$ cat config.mk
export PLATFORM = sky130hd
export DESIGN_NAME = rid_decoder
export DESIGN_NICKNAME = d
export VERILOG_FILES = /design/src/rtl/rid_pkg.sv /design/src/rtl/rid_range_table.sv /design/src/rtl/rid_way_mem.sv /design/src/rtl/rid_split.sv /design/src/rtl/rid_decoder.sv
export SDC_FILE = /design/constraint.sdc
export NUM_CORES = 1
export LEC_CHECK = 0
export BUFFER_PORTS_ARGS = -buffer_cell sky130_fd_sc_hd__buf_2
export CAP_MARGIN = 40
export CORE_MARGIN = 4
export CORE_UTILIZATION = 40
export CTS_CLUSTER_SIZE = 40
export DETAILED_ROUTE_END_ITERATION = 10
export PLACE_DENSITY_LB_ADDON = 0.2
export REMOVE_ABC_BUFFERS = 1
export SLEW_MARGIN = 10
export SYNTH_ARGS = -nofsm -noshare
export SYNTH_HDL_FRONTEND = slang
export SYNTH_HIERARCHICAL = 1
export SYNTH_SLANG_ARGS = --single-unit
$ cat constraint.sdc
create_clock -name clk -period 5.5 [get_ports clk]
set_input_delay 1.1 -clock clk [delete_from_list [all_inputs] [get_ports clk]]
set_output_delay 1.1 -clock clk [all_outputs]
set_load 0.05 [all_outputs]
$ cat src/rtl/rid_pkg.sv
package rid_pkg;
  typedef enum logic [1:0] {
    ST_IDLE = 2'd0,
    ST_SCAN = 2'd1,
    ST_LOOK = 2'd2
  } rid_state_e;

  localparam logic [1:0] WK_RANGE = 2'd0;
  localparam logic [1:0] WK_WAY   = 2'd1;
  localparam logic [1:0] WK_MODE  = 2'd2;

  // range entry word fields
  localparam int RE_VALID_BIT = 31;
  localparam int RE_WAYS_LO   = 28;
  localparam int RE_LIM_LO    = 1;

  // way slot word fields
  localparam int WS_OFF_LO  = 2;
  localparam int WS_RANK_LO = 16;

  localparam int SHIFT_CLOSE = 6;
  localparam int SHIFT_OPEN  = 13;
endpackage

$ cat src/rtl/rid_range_table.sv
module rid_range_table
  import rid_pkg::*;
#(
  parameter int NUM_RANGES = 4,
  parameter int ADDR_W     = 40,
  parameter int LIMIT_LSB  = 29,
  parameter int LIMIT_W    = 11,
  parameter int RIDX_W     = $clog2(NUM_RANGES)
) (
  input  logic              clk,
  input  logic              rst,
  input  logic              we,
  input  logic [RIDX_W-1:0] widx,
  input  logic [31:0]       wdata,
  input  logic [RIDX_W-1:0] ridx,
  output logic              valid_o,
  output logic [ADDR_W-1:0] upper_o,
  output logic [1:0]        ways_code_o
);
  logic [NUM_RANGES-1:0] vld_q;
  logic [LIMIT_W-1:0]    lim_q  [NUM_RANGES];
  logic [1:0]            code_q [NUM_RANGES];

  for (genvar g = 0; g < NUM_RANGES; g++) begin : g_entry
    always_ff @(posedge clk) begin
      if (rst) begin
        vld_q[g]  <= 1'b0;
        lim_q[g]  <= '0;
        code_q[g] <= '0;
      end else if (we && widx == RIDX_W'(g)) begin
        vld_q[g]  <= wdata[RE_VALID_BIT];
        lim_q[g]  <= wdata[RE_LIM_LO +: LIMIT_W];
        code_q[g] <= wdata[RE_WAYS_LO +: 2];
      end
    end
  end

  always_comb begin
    valid_o     = vld_q[ridx];
    upper_o     = ADDR_W'({lim_q[ridx], {LIMIT_LSB{1'b1}}});
    ways_code_o = code_q[ridx];
  end
endmodule

$ cat src/rtl/rid_way_mem.sv
module rid_way_mem #(
  parameter int DEPTH = 16,
  parameter int DW    = 32,
  parameter int AW    = $clog2(DEPTH)
) (
  input  logic          clk,
  input  logic          we,
  input  logic [AW-1:0] waddr,
  input  logic [DW-1:0] wdata,
  input  logic          re,
  input  logic [AW-1:0] raddr,
  output logic [DW-1:0] rdata
);
  logic [DW-1:0] mem [DEPTH];

  always_ff @(posedge clk) begin
    if (we) mem[waddr] <= wdata;
  end

  always_ff @(posedge clk) begin
    if (re) rdata <= mem[raddr];
  end
endmodule

$ cat src/rtl/rid_split.sv
module rid_split
  import rid_pkg::*;
#(
  parameter int ADDR_W = 40
) (
  input  logic [ADDR_W-1:0] addr,
  input  logic              close_page,
  input  logic [1:0]        ways_code,
  output logic [2:0]        way_idx,
  output logic [ADDR_W-1:0] quot_addr
);
  logic [4:0]        sh;
  logic [ADDR_W-1:0] q;
  logic [ADDR_W-1:0] low;
  logic [3:0]        mask;

  always_comb begin
    sh        = close_page ? 5'(SHIFT_CLOSE) : 5'(SHIFT_OPEN);
    q         = addr >> sh;
    mask      = (4'd1 << ways_code) - 4'd1;
    way_idx   = q[2:0] & mask[2:0];
    low       = addr & ~({ADDR_W{1'b1}} << sh);
    quot_addr = ((q >> ways_code) << sh) | low;
  end
endmodule

$ cat src/rtl/rid_decoder.sv
module rid_decoder
  import rid_pkg::*;
#(
  parameter int NUM_RANGES = 4,
  parameter int WAY_SLOTS  = 4,
  parameter int ADDR_W     = 40,
  parameter int LIMIT_LSB  = 29,
  parameter int OFF_LSB    = 26,
  parameter int OFF_W      = 14,
  parameter int CRANK_W    = 4,
  parameter int RIDX_W     = $clog2(NUM_RANGES),
  parameter int WIDX_W     = $clog2(WAY_SLOTS)
) (
  input  logic              clk,
  input  logic              rst,
  input  logic              wr_en,
  input  logic [1:0]        wr_kind,
  input  logic [RIDX_W-1:0] wr_range,
  input  logic [WIDX_W-1:0] wr_way,
  input  logic [31:0]       wr_data,
  input  logic              start,
  input  logic [ADDR_W-1:0] addr_i,
  output logic              done_o,
  output logic              miss_o,
  output logic [1:0]        dimm_o,
  output logic [1:0]        rank_o,
  output logic [CRANK_W-1:0] chan_rank_o,
  output logic [ADDR_W-1:0] rank_addr_o
);
  localparam int LIMIT_W = ADDR_W - LIMIT_LSB;
  localparam int MEM_D   = NUM_RANGES * WAY_SLOTS;
  localparam int MEM_AW  = RIDX_W + WIDX_W;

  rid_state_e        state_q;
  logic [RIDX_W-1:0] idx_q;
  logic [ADDR_W-1:0] addr_q;
  logic [ADDR_W-1:0] lower_q;
  logic [ADDR_W-1:0] quot_q;
  logic              close_q;
  logic              mode_q;

  logic              ent_valid;
  logic [ADDR_W-1:0] ent_upper;
  logic [1:0]        ent_code;
  logic              hit;
  logic [2:0]        way_idx;
  logic [ADDR_W-1:0] quot_addr;
  logic [31:0]       slot_word;
  logic              mem_re;
  logic [ADDR_W-1:0] offset;

  always_ff @(posedge clk) begin
    if (rst) mode_q <= 1'b0;
    else if (wr_en && wr_kind == WK_MODE) mode_q <= wr_data[0];
  end

  rid_range_table #(
    .NUM_RANGES(NUM_RANGES), .ADDR_W(ADDR_W),
    .LIMIT_LSB(LIMIT_LSB), .LIMIT_W(LIMIT_W), .RIDX_W(RIDX_W)
  ) u_table (
    .clk(clk), .rst(rst),
    .we(wr_en && wr_kind == WK_RANGE), .widx(wr_range), .wdata(wr_data),
    .ridx(idx_q), .valid_o(ent_valid), .upper_o(ent_upper),
    .ways_code_o(ent_code)
  );

  rid_split #(.ADDR_W(ADDR_W)) u_split (
    .addr(addr_q), .close_page(close_q), .ways_code(ent_code),
    .way_idx(way_idx), .quot_addr(quot_addr)
  );

  always_comb hit = ent_valid && (addr_q >= lower_q) && (addr_q <= ent_upper);
  always_comb mem_re = (state_q == ST_SCAN) && hit;

  rid_way_mem #(.DEPTH(MEM_D), .DW(32), .AW(MEM_AW)) u_slots (
    .clk(clk),
    .we(wr_en && wr_kind == WK_WAY), .waddr({wr_range, wr_way}), .wdata(wr_data),
    .re(mem_re), .raddr({idx_q, way_idx[WIDX_W-1:0]}), .rdata(slot_word)
  );

  always_comb offset = ADDR_W'(slot_word[WS_OFF_LO +: OFF_W]) << OFF_LSB;

  logic unused_bits;
  always_comb unused_bits = ^{slot_word[31:20], slot_word[1:0], way_idx[2]};

  always_ff @(posedge clk) begin
    if (rst) begin
      state_q     <= ST_IDLE;
      idx_q       <= '0;
      addr_q      <= '0;
      lower_q     <= '0;
      quot_q      <= '0;
      close_q     <= 1'b0;
      done_o      <= 1'b0;
      miss_o      <= 1'b0;
      dimm_o      <= '0;
      rank_o      <= '0;
      chan_rank_o <= '0;
      rank_addr_o <= '0;
    end else begin
      done_o <= 1'b0;
      unique case (state_q)
        ST_IDLE: begin
          if (start) begin
            addr_q  <= addr_i;
            close_q <= mode_q;
            idx_q   <= '0;
            lower_q <= '0;
            state_q <= ST_SCAN;
          end
        end
        ST_SCAN: begin
          if (hit) begin
            quot_q  <= quot_addr;
            state_q <= ST_LOOK;
          end else if (idx_q == RIDX_W'(NUM_RANGES - 1)) begin
            done_o      <= 1'b1;
            miss_o      <= 1'b1;
            dimm_o      <= '0;
            rank_o      <= '0;
            chan_rank_o <= '0;
            rank_addr_o <= '0;
            state_q     <= ST_IDLE;
          end else begin
            lower_q <= ent_upper;
            idx_q   <= idx_q + 1'b1;
          end
        end
        ST_LOOK: begin
          done_o      <= 1'b1;
          miss_o      <= 1'b0;
          chan_rank_o <= slot_word[WS_RANK_LO +: CRANK_W];
          dimm_o      <= slot_word[WS_RANK_LO + 2 +: 2];
          rank_o      <= slot_word[WS_RANK_LO +: 2];
          rank_addr_o <= quot_q - offset;
          state_q     <= ST_IDLE;
        end
        default: state_q <= ST_IDLE;
      endcase
    end
  end

  assert_done_single_R9: assert property (@(posedge clk) disable iff (rst)
    done_o |=> !done_o);
  assert_look_done_R9: assert property (@(posedge clk) disable iff (rst)
    (state_q == ST_LOOK) |=> (done_o && !miss_o));
  assert_miss_with_done_R8: assert property (@(posedge clk) disable iff (rst)
    $rose(miss_o) |-> done_o);
  assert_addr_held_R10: assert property (@(posedge clk) disable iff (rst)
    (state_q != ST_IDLE) |=> $stable(addr_q));
  assert_quot_bound_R6: assert property (@(posedge clk) disable iff (rst)
    (state_q == ST_SCAN) |-> (quot_addr <= addr_q));
  assert_way_in_range_R5: assert property (@(posedge clk) disable iff (rst)
    (state_q == ST_SCAN) |-> ((way_idx >> ent_code) == 3'd0));
endmodule

==> results.cfg, run 1 <==
[yosys]
synth.avg_cell_area_um2 = 12.75
synth_warnings = 6
synth.cell_area_um2 = 24820
post_synth_inst_count = 1946

[power]
total_power_mw = 9.400
ir_worst_vdd_uv = 246.4
p_leak_nw = 10.00
power.density_cell_area_nw_per_um2 = 335.0

[sta]
report.final.setup_viol = 0
timing.final.hold_violations = 0
maxSlewHeadroom = 0.4458
fin_worst_hold_slack_ps = 445.7
worst_slew_pin_slew_ps = 829.3
post-route-min-period_ps = 4516
final_min_period_over_clock_period = 0.8211
final_max_slew_viol_count = 0
rsz0062_at_grt = no
fmaxAchievable_mhz = 221.4
skew_ps = 53.50

[finish]
fraction_of_final_layout_cells_with_drive_strength_greater_than_1 = 0.1920
sequential_cell_area_in_the_final_layout_um2 = 14270
area_growth_syn_to_layout_pct = 13.08
num-nets-final = 2206
nFillCells = 5597
multi_input_area_um2 = 9350

[global_routing]
grt_first_pass_wirelength_um = 95570
global_route.usage.total = 0.1859
grt_start_max_net_pins = 75
grt_antenna_before_repair = 4
grt_remaining_overflow = 0
first_global_vias = 15700

[setup_path]
required_ps = 5970
cp-startpoint = idx_q[0]
crit_type = reg2reg
crit_path_end_kind = flip-flop
worstReg2RegStart = idx_q[0]
worstSetupStartpointType = flip-flop
cp_data_arrival_time_ps = 4990
cp_max_fo = 43

[routing]
vias_per_cell = 5.467
route.final.wire_length_um = 62430
drt_pass1_iterations = 5
drtAntennaViolNets = 0
wl_per_cell_um = 21.45
dr_total_vias = 15910
drt-initial-drc-count = 1138
route.detailed.drc = 0

[clock_tree]
cts_max_level = 2
number_of_buffers_added_for_setup_after_cts = 0
tritoncts_num_sinks = 534
clock_insertion_delay_worst_skew_ps = 650
max-clock-path-buffers = 3
clock_tree_from_tritoncts = done
hold_buf_count_cts = 0
clock_tree_root = clkbuf_16
ctsResizeCount = 0
cts_inserted_buffers = 57
reg_clk_slew_reported_paths_ps = 60

[place]
finalWeightedCongestion = 0.8002
place_hpwl_um = 39340
port_buffers = 122

[floorplanning]
total_core_area_um2 = 61600
initial_utilization = 0.4029
die_y_um = 257.1
die-area_um2 = 66090
number_of_rows_created_at_floorplan = 91
design.portCount = 132
die_width_um = 257.1

[outcome]
outcome = complete, no violations

[min_path]
origin_of_the_worst_min_delay_path = quot_q[6]
hold_class = reg2reg

[run]
max_cap_violations = 0
==> area by class of cell <==
class / instances / area share
Sequential cell: 534 / 0.5087
Multi-Input combinational cell: 1158 / 0.3332
Clock buffer: 82 / 0.05796
Timing Repair Buffer: 174 / 0.04040
Tap cell: 837 / 0.03732
Inverter: 101 / 0.01360
Clock inverter: 24 / 0.008784
Antenna cell: 1 / 0.00008917
==> flip-flops by register name, indices dropped and copies added (netlist names) <==
register	count
mode_q	1
dimm_o	2
idx_q	2
u_slots/rdata	18
state_q	2
u_table/lim_q	44
addr_q	40
chan_rank_o	1
u_slots/mem	288
lower_q	40
rank_addr_o	40
u_table/code_q	8
done_o	1
miss_o	1
close_q	1
rank_o	1
u_table/vld_q	4
quot_q	40
==> worst max-delay path, cell delays in order (launching register included) <==
cell	delay (ps)
dfxtp_1	780
buf_4	350
mux4_2	570
inv_1	80
ha_1	150
nand4_1	210
or3_1	520
or4_4	610
a21oi_4	250
o21a_1	150
buf_4	460
o21ai_0	200
==> worst paths after layout <==
path,endpoint,slack [ps],cells after the start
setup / recovery,rank_addr_o[17],980,11
hold / removal,rank_addr_o[6],450,2
setup reg to reg,rank_addr_o[17],980,11
hold reg to reg,rank_addr_o[6],450,2
==> per-stage QoR <==
step                      setup TNS (ps)  setup slack (ps)  cell area, um2  utilization  cells
after CTS                              0             912.5           28060       0.4555   2910
final                                  0             983.9           28060       0.4556   2911
after floorplan                  -188650             -3440           23910            -   1793
after detailed placement               0             947.1           26190       0.4251   2804
after global placement                 0              1001           26090       0.4236   2799
after global routing                   0             688.7           28060       0.4555   2910
==> layout by cell type, fill, tap and decap left out, types with 48 or more instances in the layout <==
cell type and instances:
ha_1 97, nor2_1 117, o21ai_0 48, clkbuf_16 57
o31ai_1 49, nand2_1 215, dfxtp_1 176, buf_2 121
inv_1 100, mux4_2 99, a21oi_1 88, edfxtp_1 358
nand4_1 53, mux2i_1 64
==> power breakdown <==
part	internal [mW]	leakage [nW]	switching, mW
registers	4.38	4.68	0.0924
clock network	2.13	0.894	1.65
logic	0.451	4.43	0.697
==> per-layer routing <==
layer / share of wire / global-route usage / vias to the layer above
met5: 0.00043 / 0 / -
met4: 0.024 / 0.04880 / 4
met3: 0.061 / 0.03474 / 98
met2: 0.46 / 0.2965 / 426
met1: 0.45 / 0.2637 / 7950
li1: - / - / 7436
No activity file was read; power rests on OpenSTA's default activity.
==> run 2, diff against run 1 <==
Clock period 5.5 ns to 4.74 ns, I/O delays scaled along.
==> results.cfg, run 2 (synthesis results as in run 1) <==
[outcome]
outcome = complete, no violations

[finish]
largest_reg_flops = 288
num-nets-final = 2206
area_growth_syn_to_layout_pct = 13.51
layout.cells.most_common_list = 358 x edfxtp_1, 215 x nand2_1, 176 x dfxtp_1, 121 x buf_2, 117 x nor2_1
fraction_of_final_layout_cells_with_drive_strength_greater_than_1 = 0.1919
finish.instance_area_um2 = 28170
largest_registers = u_slots/mem: 288 flops, u_table/lim_q: 44 flops
final_cells = 2911
layout.cells.most_common = edfxtp_1
top_register = u_slots/mem
antennaDiodeCount = 0

[power]
ir_worst_vdd_uv = 252.1
p_leak_nw = 10.08
total_power_mw = 11.05
power.density_cell_area_nw_per_um2 = 392.4

[sta]
rsz0062_at_grt = no
post-route-min-period_ps = 4306
timing.final.hold_violations = 0
skew_ps = 33.34
worst_slack_ps = 433.7
worst_slew_pin_slew_ps = 936.2
fmaxAchievable_mhz = 232.2
final_min_period_over_clock_period = 0.9085
fin_worst_hold_slack_ps = 457.1
final_max_slew_viol_count = 0
maxSlewHeadroom = 0.3743
report.final.setup_viol = 0

[place]
dpl-instance-area_um2 = 26210
port_buffers = 122
place_hpwl_um = 39610
worst_setup_slack_post_dpl_ps = 384.1
place_inst = 2805
finalWeightedCongestion = 0.8378

[clock_tree]
tritoncts_num_sinks = 534
cts_inserted_buffers = 56
clock_tree_root = clkbuf_16
max-clock-path-buffers = 3
number_of_buffers_added_for_setup_after_cts = 0
cts_max_level = 2
clock_tree_from_tritoncts = done
hold_buf_count_cts = 0
reg_clk_slew_reported_paths_ps = 60
ctsResizeCount = 0
clock_insertion_delay_worst_skew_ps = 620

[floorplanning]
total_core_area_um2 = 61600
die_width_um = 257.1
die-area_um2 = 66090
die_y_um = 257.1
initial_utilization = 0.4029
design.portCount = 132
number_of_rows_created_at_floorplan = 91

[setup_path]
worstSetupStartpointType = flip-flop
critical_path.max_stage_delay_ps = 690
worst_path_buffer_plus_inverter_count = 3
critical_path.cell_chain = buf_4 > mux4_1 > inv_1 > ha_1 > nand4_1 > or3_1 > or4_4 > a21oi_4 > o21a_1 > buf_12 > mux2i_1
timing.critical_path.slowest_stage_cell = dfxtp_1
required_ps = 5280
cp_max_fo = 35
crit_path_end_kind = flip-flop
cp_data_arrival_time_ps = 4850
path_delay_family = simple AND/OR/NAND/NOR gates
crit_type = reg2reg

[routing]
route.final.wire_length_um = 62100
drtAntennaViolNets = 0
vias_per_cell = 5.439
drt_pass1_iterations = 5
route.detailed.drc = 0
dr_total_vias = 15830
wl_per_cell_um = 21.33
drt-initial-drc-count = 1162

[global_routing]
grt_remaining_overflow = 0
grt_first_pass_wirelength_um = 95230
grt_start_max_net_pins = 73
global_route.usage.total = 0.1849
first_global_vias = 15830
grt_antenna_before_repair = 1

[min_path]
hold_class = reg2reg

[run]
max_cap_violations = 0
run 2: changes by cell type in the layout (fill, tap and decap cells not counted), sizes merged:
cell | previous run | this run
clkinv | 13 | 16
inv | 103 | 102
clkbuf | 82 | 81
clkinvlp | 8 | 3
diode | 1 | 0
bufinv | 1 | 5
buf | 174 | 175
run 2: final cells by class:
cell class              instances  area, um2
clock buffers                  81       1653
clock inverters                25      301.5
fillers                      5533      33430
inverters                     101      381.6
multi-input cells            1158       9360
flip-flops and latches        534      14270
well taps                     837       1047
repair buffers                175       1151
run 2: report_power, final:
part / switching, mW / total, mW / internal [mW]
Combinational: 0.808 / 1.32 / 0.509
Sequential: 0.102 / 5.19 / 5.09
Clock: 1.84 / 4.55 / 2.70
Total: 2.75 / 11.1 / 8.30
run 2: final timing paths:
check                       start  slack, ps              end  cells after the start
setup / recovery         idx_q[0]        430  rank_addr_o[32]                     11
hold / removal    rank_addr_o[34]        460  rank_addr_o[34]                      2
setup reg to reg         idx_q[0]        430  rank_addr_o[32]                     11
hold reg to reg   rank_addr_o[34]        460  rank_addr_o[34]                      2
run 2: stage by stage:
step | util | TNS (ps)
floorplan | - | -313910
global placement | 0.4237 | 0
detailed placement | 0.4256 | 0
CTS | 0.4573 | 0
global route | 0.4573 | 0
finish | 0.4573 | 0
run 2: per-layer routing:
metal / vias to the layer above / global-route usage / share of wire
met5: - / 0 / 0.00021
met4: 2 / 0.04046 / 0.018
met3: 71 / 0.03346 / 0.050
met2: 356 / 0.2987 / 0.46
met1: 7958 / 0.2631 / 0.47
li1: 7447 / - / -
run 2: worst min-delay path, cell delays in order (launching register included):
cell     delay (ps)
dfxtp_1         310
nand2_1          50
mux2i_1          50
